`src/rtl/evtcnt_pkg.sv`:
```
package evtcnt_pkg;
  localparam int REG_W  = 8;
  localparam int ADDR_W = 2;
  localparam int PRE_W  = 3;
  localparam int SRC_W  = $clog2(PRE_W + 1);

  localparam logic [ADDR_W-1:0] ADR_LO   = 2'd0;
  localparam logic [ADDR_W-1:0] ADR_HI   = 2'd1;
  localparam logic [ADDR_W-1:0] ADR_CTL  = 2'd2;
  localparam logic [ADDR_W-1:0] ADR_STBY = 2'd3;

  localparam int CTL_CASC    = 0;
  localparam int CTL_SRC_LSB = 1;
  localparam int CTL_CLRLO   = 4;
  localparam int CTL_CLRHI   = 5;
  localparam int STBY_BIT    = 3;

  localparam logic [REG_W-1:0] CTL_MASK = REG_W'((1 << (CTL_SRC_LSB + SRC_W)) - 1);

  typedef enum logic [SRC_W-1:0] {
    SRC_PIN  = 2'd0,
    SRC_DIV2 = 2'd1,
    SRC_DIV4 = 2'd2,
    SRC_DIV8 = 2'd3
  } srcSel_e;

  typedef struct packed {
    logic tick;
    logic clrLo;
    logic clrHi;
    logic cascade;
    logic hold;
  } cntStrobe_t;
endpackage

```
`src/rtl/evtcnt_ctrl.sv`:
```
module evtcnt_ctrl
  import evtcnt_pkg::*;
(
  input  logic              clk,
  input  logic              rstN,
  input  logic [ADDR_W-1:0] busAddr,
  input  logic              busWrEn,
  input  logic [REG_W-1:0]  busWrData,
  input  logic              evtPin,
  output logic [REG_W-1:0]  ctlQ,
  output logic [REG_W-1:0]  stbyQ,
  output cntStrobe_t        strb
);
  logic [PRE_W-1:0] pre;
  logic [1:0]       evtSync;
  logic             evtPrev;
  logic             evtRise;
  logic [PRE_W:0]   divTick;
  logic [SRC_W-1:0] srcSel;
  logic             ctlWr;

  assign ctlWr  = busWrEn && (busAddr == ADR_CTL);
  assign srcSel = ctlQ[CTL_SRC_LSB +: SRC_W];

  always_ff @(posedge clk or negedge rstN) begin
    if (!rstN) begin
      ctlQ  <= '0;
      stbyQ <= '1;
    end else if (busWrEn) begin
      if (busAddr == ADR_CTL)  ctlQ  <= busWrData & CTL_MASK;
      if (busAddr == ADR_STBY) stbyQ <= busWrData;
    end
  end

  always_ff @(posedge clk or negedge rstN) begin
    if (!rstN) pre <= '0;
    else       pre <= pre + 1'b1;
  end

  always_ff @(posedge clk or negedge rstN) begin
    if (!rstN) begin
      evtSync <= '0;
      evtPrev <= 1'b0;
    end else begin
      evtSync <= {evtSync[0], evtPin};
      evtPrev <= evtSync[1];
    end
  end

  assign evtRise    = evtSync[1] & ~evtPrev;
  assign divTick[0] = evtRise;

  for (genvar k = 1; k <= PRE_W; k++) begin : g_div
    assign divTick[k] = &pre[k-1:0];
  end

  always_comb begin
    strb.tick    = divTick[srcSel];
    strb.clrLo   = ctlWr && busWrData[CTL_CLRLO];
    strb.clrHi   = ctlWr && busWrData[CTL_CLRHI];
    strb.cascade = ctlQ[CTL_CASC];
    strb.hold    = ~stbyQ[STBY_BIT];
  end


  rise_single_chk: assert property (@(posedge clk) disable iff (!rstN)
    evtRise |=> !evtRise);


  div_gap_chk: assert property (@(posedge clk) disable iff (!rstN)
    divTick[PRE_W] |=> !divTick[PRE_W]);
endmodule

```
`src/rtl/evtcnt_datapath.sv`:
```
module evtcnt_datapath
  import evtcnt_pkg::*;
#(
  parameter int CW = 8
) (
  input  logic          clk,
  input  logic          rstN,
  input  cntStrobe_t    strb,
  output logic [CW-1:0] loQ,
  output logic [CW-1:0] hiQ,
  output logic          carryQ
);
  logic incLo;
  logic incHi;
  logic loMax;
  logic hiMax;

  assign loMax = &loQ;
  assign hiMax = &hiQ;
  assign incLo = strb.tick & ~strb.hold;
  assign incHi = strb.cascade ? (incLo & loMax) : incLo;

  always_ff @(posedge clk or negedge rstN) begin
    if (!rstN)          loQ <= '0;
    else if (strb.clrLo) loQ <= '0;
    else if (incLo)     loQ <= loQ + 1'b1;
  end

  always_ff @(posedge clk or negedge rstN) begin
    if (!rstN)          hiQ <= '0;
    else if (strb.clrHi) hiQ <= '0;
    else if (incHi)     hiQ <= hiQ + 1'b1;
  end

  always_ff @(posedge clk or negedge rstN) begin
    if (!rstN) carryQ <= 1'b0;
    else       carryQ <= incHi & hiMax & ~strb.clrHi;
  end


  clr_lo_wins_chk: assert property (@(posedge clk) disable iff (!rstN)
    strb.clrLo |=> (loQ == '0));


  hold_lo_chk: assert property (@(posedge clk) disable iff (!rstN)
    (strb.hold && !strb.clrLo) |=> $stable(loQ));


  hold_hi_chk: assert property (@(posedge clk) disable iff (!rstN)
    (strb.hold && !strb.clrHi) |=> $stable(hiQ));


  casc_carry_chk: assert property (@(posedge clk) disable iff (!rstN)
    (strb.cascade && !strb.hold && strb.tick && (loQ == {CW{1'b1}}) && !strb.clrHi)
      |=> (hiQ == CW'($past(hiQ) + 1'b1)));


  split_hi_chk: assert property (@(posedge clk) disable iff (!rstN)
    (!strb.cascade && !strb.hold && strb.tick && !strb.clrHi)
      |=> (hiQ == CW'($past(hiQ) + 1'b1)));


  carry_zero_chk: assert property (@(posedge clk) disable iff (!rstN)
    carryQ |-> (hiQ == '0));
endmodule

```
`src/rtl/evtcnt_top.sv`:
```
module evtcnt_top
  import evtcnt_pkg::*;
(
  input  logic        clk,
  input  logic        rstN,
  input  logic [1:0]  busAddr,
  input  logic        busWrEn,
  input  logic [7:0]  busWrData,
  output logic [7:0]  busRdData,
  input  logic        evtPin,
  output logic        carryOut
);
  cntStrobe_t       strb;
  logic [REG_W-1:0] ctlQ;
  logic [REG_W-1:0] stbyQ;
  logic [REG_W-1:0] loQ;
  logic [REG_W-1:0] hiQ;

  evtcnt_ctrl u_ctrl (
    .clk       (clk),
    .rstN      (rstN),
    .busAddr   (busAddr),
    .busWrEn   (busWrEn),
    .busWrData (busWrData),
    .evtPin    (evtPin),
    .ctlQ      (ctlQ),
    .stbyQ     (stbyQ),
    .strb      (strb)
  );

  evtcnt_datapath #(.CW(REG_W)) u_dp (
    .clk    (clk),
    .rstN   (rstN),
    .strb   (strb),
    .loQ    (loQ),
    .hiQ    (hiQ),
    .carryQ (carryOut)
  );

  always_comb begin
    unique case (busAddr)
      ADR_LO:   busRdData = loQ;
      ADR_HI:   busRdData = hiQ;
      ADR_CTL:  busRdData = ctlQ;
      default:  busRdData = stbyQ;
    endcase
  end


  ro_count_chk: assert property (@(posedge clk) disable iff (!rstN)
    (busWrEn && (busAddr == ADR_LO) && strb.hold) |=> $stable(loQ));
endmodule

```
`config.mk`:
```
export PLATFORM = sky130hd
export DESIGN_NAME = evtcnt_top
export DESIGN_NICKNAME = d
export VERILOG_FILES = /design/src/rtl/evtcnt_pkg.sv /design/src/rtl/evtcnt_ctrl.sv /design/src/rtl/evtcnt_datapath.sv /design/src/rtl/evtcnt_top.sv
export SDC_FILE = /design/constraint.sdc
export NUM_CORES = 1
export LEC_CHECK = 0
export BUFFER_PORTS_ARGS = -buffer_cell sky130_fd_sc_hd__clkbuf_2
export CAP_MARGIN = 15
export CORE_MARGIN = 2
export CORE_UTILIZATION = 50
export DETAILED_ROUTE_END_ITERATION = 12
export HOLD_SLACK_MARGIN = 0.15
export PLACE_DENSITY = 0.71
export SYNTH_ARGS = -nofsm -noshare
export SYNTH_HDL_FRONTEND = slang
export SYNTH_SLANG_ARGS = --single-unit
```
`constraint.sdc`:
```
create_clock -name clk -period 2.71 [get_ports clk]
set_clock_uncertainty 0.1 [all_clocks]
set_input_delay 0.542 -clock clk [delete_from_list [all_inputs] [get_ports clk]]
set_output_delay 0.542 -clock clk [all_outputs]
set_load 0.005 [all_outputs]
```
* Word-level counts from Yosys, hierarchy flattened
Index checks and enable logic that the tools add are counted.
** Storage, ports and cells
- Bits in writable memories :: 0
- Input port bits :: 14
- Memories :: 0
- Output and inout bits :: 9
- Memory bits (read-only) :: 0
- Word-level logic and storage cells :: 42
- Bits in registers :: 34
- Bits in latches :: 0
** Operators by class
- Mux-type cells :: 8
- Multipliers :: 0
- Magnitude comparators :: 1
- Shift-type cells :: 0
- Equality and inequality tests :: 3
- Div/mod/pow operators :: 0
- Bitwise gates (word level) :: 7
- $add $sub $neg :: 3
- Reductions and logical operators :: 12
** Operators with widths (number)
- $mux W8 :: 4
- $pmux W8 S3 :: 1
- $add A8 B1 Y8 const B :: 2
- $reduce_and A8 Y1 :: 2
- $reduce_and A2 Y1 :: 3
- $and A1 B1 Y1 :: 5
- $eq A2 B2 Y1 const B :: 2
- $reduce_bool A2 Y1 :: 2
- $add A3 B1 Y3 const B :: 1
- $logic_and A1 B1 Y1 :: 3
- $lt A2 B3 Y1 const B :: 1
- $reduce_and A3 Y1 :: 1
- $bmux W1 S2 :: 1
- $eq A2 B1 Y1 const B :: 1
- $logic_not A2 Y1 :: 1
- $mux W1 :: 2
- $not A1 Y1 :: 2

* Longest topological paths before layout
- Depth after elaboration :: 9
- Gate-level depth with buffers :: 8
- Depth with buffers taken out :: 6

* By module
From an unflattened synthesis, not the netlist that was laid out.
** Second synthesis, totals
- Cell total of the unflattened synthesis :: 142
- Area, all modules :: 1734.2 µm²
** Modules (own cells, without submodules)
- evtcnt_datapath :: area each 835.8 µm², seq. area each 425.4 µm², times used 1, cells an instance 85
- evtcnt_ctrl :: area each 701.9 µm², seq. area each 435.4 µm², times used 1, cells an instance 47
- evtcnt_top :: area each 196.4 µm², seq. area each 0.0 µm², times used 1, cells an instance 10

* Worst setup path before layout
Ideal clock, no wire load.
- Path type :: input to output
- Start point :: input busAddr[0]
- End point :: output busRdData[2]
- Slack :: 536 ps
- Data arrival time :: 1532 ps
- Path buffers :: 2
- Stages on the path :: 3
- Data required time :: 2068 ps
- Cell sequence :: clkbuf_1 clkbuf_1 mux4_2
** On the way
- Word-level cells in the longest chain between the ends :: 2
- Elaborated cells on any way between the ends :: 4
- Classes of those cells :: eq/ne: 2; mux: 1; reduce/logical: 1
** Ends and longest elaborated chain
- start: declaration :: line evtcnt_top.sv:6 : input logic [1:0] busAddr,
- $eq A2 B2 Y1, or another cell as far along :: line evtcnt_top.sv:41 : unique case (busAddr)
- $pmux W8 S3 * :: line evtcnt_top.sv:41
- end: declaration :: line evtcnt_top.sv:9 : output logic [7:0] busRdData,
Every way passes the cells marked *; elsewhere a longest branch is shown, timed or not.

* Final worst setup path
- Start point :: register u_ctrl.pre[0]
- End point :: register u_dp.loQ[6]
** On the way
- Word-level cells in the longest chain between the ends :: 5
- Elaborated cells on any way between the ends :: 6
- Classes of those cells :: mux: 2; bitwise: 1; reduce/logical: 3
** Ends and longest elaborated chain
- start: declaration :: line evtcnt_ctrl.sv:14 : logic [PRE_W-1:0] pre;
- start signal: assignment :: line evtcnt_ctrl.sv:37 : else pre <= pre + 1'b1;
- $reduce_and A3 Y1 / $reduce_and A2 Y1 (equally long branches) :: line evtcnt_ctrl.sv:54 : assign divTick[k] = &pre[k-1:0];
- $bmux W1 S2 * :: line evtcnt_ctrl.sv:58 : strb.tick = divTick[srcSel];
- $mux W1 (not written as such) * :: line evtcnt_ctrl.sv:58
- $and A1 B1 Y1 * :: line evtcnt_datapath.sv:20 : assign incLo = strb.tick & ~strb.hold;
- $reduce_bool A2 Y1 (no line) *
- end signal: assignment :: line evtcnt_datapath.sv:26 : else if (incLo) loQ <= loQ + 1'b1;
- end: declaration :: line evtcnt_datapath.sv:9 : output logic [CW-1:0] loQ,
Every way passes the cells marked *; elsewhere a longest branch is shown, timed or not. The select of a mux whose other input is x is not followed.
A chain may end at the register's enable or synchronous reset.

==> impl_metrics.json <==
{
  "cts-root-buf": "clkbuf_4",
  "fin_total_pwr_mw": 1.32,
  "die_y_um": 62.6,
  "crit_type": "register to register",
  "critPathCapture": "u_dp.loQ[6]",
  "antenna_found_initial": 0,
  "power_frac_clock_pct": 22.4,
  "avgViaCountPerCell": 5.73,
  "syn-cell-area_um2": 1720,
  "grt_pass1_vias": 1342,
  "comb_power_share_pct": 23.5,
  "syn_inst": 159,
  "cts_resized": 0,
  "worst-endpoint-arrival_ns": 2.52,
  "antenna_cells": 0,
  "drcViolationCount": 0,
  "maxSlewHeadroom_pct": 45.4,
  "power.internal_mw": 0.892,
  "drive_gt1_share_pct": 29.0,
  "ff2ff_setup_slack_ns": 0.36,
  "synthTopCellsByCount": "26 x dfrtp_1, 15 x a21oi_1, 13 x nand3_1",
  "yosysWarnings": 0,
  "synth_edf_count": 0,
  "fin_crit_ns": 2.35,
  "maxSlewViolCount": 0,
  "status": "completed",
  "cts_setup_buffers": 0,
  "num-nets-final": 200,
  "max_freq_ghz": 0.426,
  "regArea_um2": 861,
  "die-area_um2": 3920,
  "coreArea_um2": 3310,
  "gr-total-overflow": 0,
  "drt.antenna.violating_nets": 0,
  "area_delta_synth_final_pct": 11.9,
  "switching_share_pct": 32.7,
  "critPathTopFamily": "compound AO/OA/AOI/OAI gates",
  "cpPeakStageDelay_ns": 0.62,
  "port_buffers": 22,
  "synth_area_leaders": "dfrtp_1 38%, dfstp_2 12%, mux2_2 5.9%",
  "r2r_cells": 6,
  "async_reset_ff_share_pct": 100,
  "initial_core_util_pct": 51.9,
  "startpoint_type": "register",
  "end_kind": "register",
  "r2r-end": "u_dp.loQ[6]",
  "seq_power_share_pct": 54.1,
  "yosysSeqAreaShare_pct": 50.1,
  "placed_cell_area_um2": 1860,
  "synth_area_leader_cell": "dfrtp_1",
  "cts_buffer_depth": 2,
  "fill_cells": 301,
  "cap_violations": 0,
  "tns_ns": 0,
  "core.rowCount": 21,
  "cts_tree": "built",
  "grt_pass1_wl_um": 6240,
  "syn_nets": 177,
  "ctsHtreeMaxLevel": 2,
  "multi_input_area_um2": 805,
  "pin_count": 23,
  "leakage_nw": 0.839,
  "slowest_stage": "a221o_1",
  "timing.hold.ws_ns": 0.172,
  "clkSinkCount": 34,
  "max-vdd-ir-drop_mv": 0.362,
  "worstPathCellList": "ha_1 -> ha_1 -> mux2i_1 -> a221o_1 -> or4_1 -> a21oi_1",
  "drt_iter0_drc": 42,
  "cts_buffers": 5,
  "ys.flop_type": "dfrtp_1",
  "dr.pass1.iters": 4,
  "grt_max_degree": 35,
  "cts.clk_slew.worst_paths_ns": 0.11,
  "grtUsageTotal_pct": 20.7,
  "post-synth-top-area-fraction_pct": 37.8,
  "yosysMostFrequentCell": "dfrtp_1",
  "design_area_um2": 1920,
  "path_common_cell": "ha_1",
  "dp_hpwl_um": 2560,
  "crit_start": "u_ctrl.pre[0]",
  "clk_latency_ns": 0.34,
  "cts_hold_buf": 0,
  "reg2reg_from": "u_ctrl.pre[0]",
  "via_count": 1312,
  "crit_buf_inv": 0,
  "ys_ff_latch": 34,
  "hold_viol_final": 0,
  "path_max_fanout": 24,
  "drt-wirelength-per-cell_um": 15.3,
  "place.gp.congestion": 0.788,
  "power.net_switching_mw": 0.433,
  "power.density_nw_per_um2": 689,
  "wl_um": 3520,
  "die_w_um": 62.6,
  "rsz0062_at_grt": "false",
  "finalCritPeriodShare_pct": 86.5,
  "setup_viol": 0,
  "synth_cell_types": 32,
  "crit_required_ns": 2.88,
  "tightest_slew_ns": 0.819,
  "cp.depth": 6,
  "syn_area_per_cell_um2": 10.8,
  "hold_class": "primary input to asynchronous set/reset pin"
}
-- cell type report --
type | count | area share, %
clock buffers | 7 | 2.86
clock inverters | 1 | 0.260
inverters | 4 | 0.781
multi-input cells | 113 | 41.8
flip-flops and latches | 34 | 44.8
well taps | 46 | 2.99
repair buffers | 24 | 6.51
-- worst reg2reg max path, cell delays in order (launching register included) --
cell	delay [ns]
dfrtp_1	0.39
ha_1	0.18
ha_1	0.14
mux2i_1	0.09
a221o_1	0.62
or4_1	0.61
a21oi_1	0.15
-- flip-flops by register name (all words and copies together), names as in the netlist --
register and cells:
u_dp.hiQ 8, u_ctrl.pre 3, u_ctrl.stbyQ 8, u_dp.loQ 8, u_ctrl.evtSync 2, u_ctrl.evtPrev 1, u_dp.carryQ 1, u_ctrl.ctlQ 3
-- layout by cell type, fill, tap and decap left out, types with 4 or more instances in the layout --
cell / synthesis / routed
mux2_2: 9 / 9
inv_1: 4 / 4
o31ai_1: 8 / 8
dfrtp_1: 26 / 26
a21oi_1: 15 / 15
nand2_1: 10 / 10
clkbuf_2: 1 / 22
nand3_1: 13 / 13
dfstp_2: 8 / 8
or4_1: 8 / 8
nor2_1: 4 / 4
ha_1: 4 / 4
mux2i_1: 7 / 7
nand4_1: 4 / 4
clkbuf_4: 0 / 5
o21ai_0: 12 / 12
-- metal layers --
metal  up-vias  track usage (%)  part of all wire (%)
met5         -                0                     0
li1        646                -                     -
met2        26             33.3                    51
met4         0             8.33                   1.5
met3         7             5.95                   4.4
met1       633             26.3                    43
-- through the flow --
step / util [%] / setup slack, ns / cells
after floorplan: - / 0.536 / 159
after global placement: 56.3 / 0.473 / 221
after detailed placement: 56.3 / 0.358 / 221
after CTS: 58.1 / 0.349 / 229
after global routing: 58.1 / 0.181 / 229
final: 58.1 / 0.365 / 229
-- how the worst min path moves through the flow --
stage	cells after the start	to	slack, ns
floorplan	0	u_ctrl.ctlQ[0]	0.15
global placement	0	u_ctrl.evtSync[1]	0.23
detailed placement	0	u_ctrl.evtSync[1]	0.24
CTS	1	u_ctrl.evtSync[0]	0.19
global route	1	u_ctrl.evtSync[0]	0.18
finish	1	u_dp.hiQ[5]	0.17
-- logic make-up (layout without fill, tap and decap cells) --
group	count (synthesis)	after routing	share of synthesized area [%]
buffers and inverters	12	36	3.13
AOI/OAI and AO/OA	39	39	13.4
and+or+nand+nor	50	50	16.1
xor gates and xnor gates	1	1	0.510
muxes	19	19	13.9
adders and majority gates	4	4	2.91
DFF	34	34	50.1
-- power by group through the flow --
stage / clock, mW / sequential, mW / combinational [mW]
finish: 0.297 / 0.716 / 0.311
CTS: 0.304 / 0.715 / 0.313
global placement: 0 / 0.719 / 0.294
floorplan: 0 / 0.680 / 0.241
detailed placement: 0 / 0.724 / 0.314
global route: 0.325 / 0.732 / 0.352
Power figures use the tool's default switching activity.
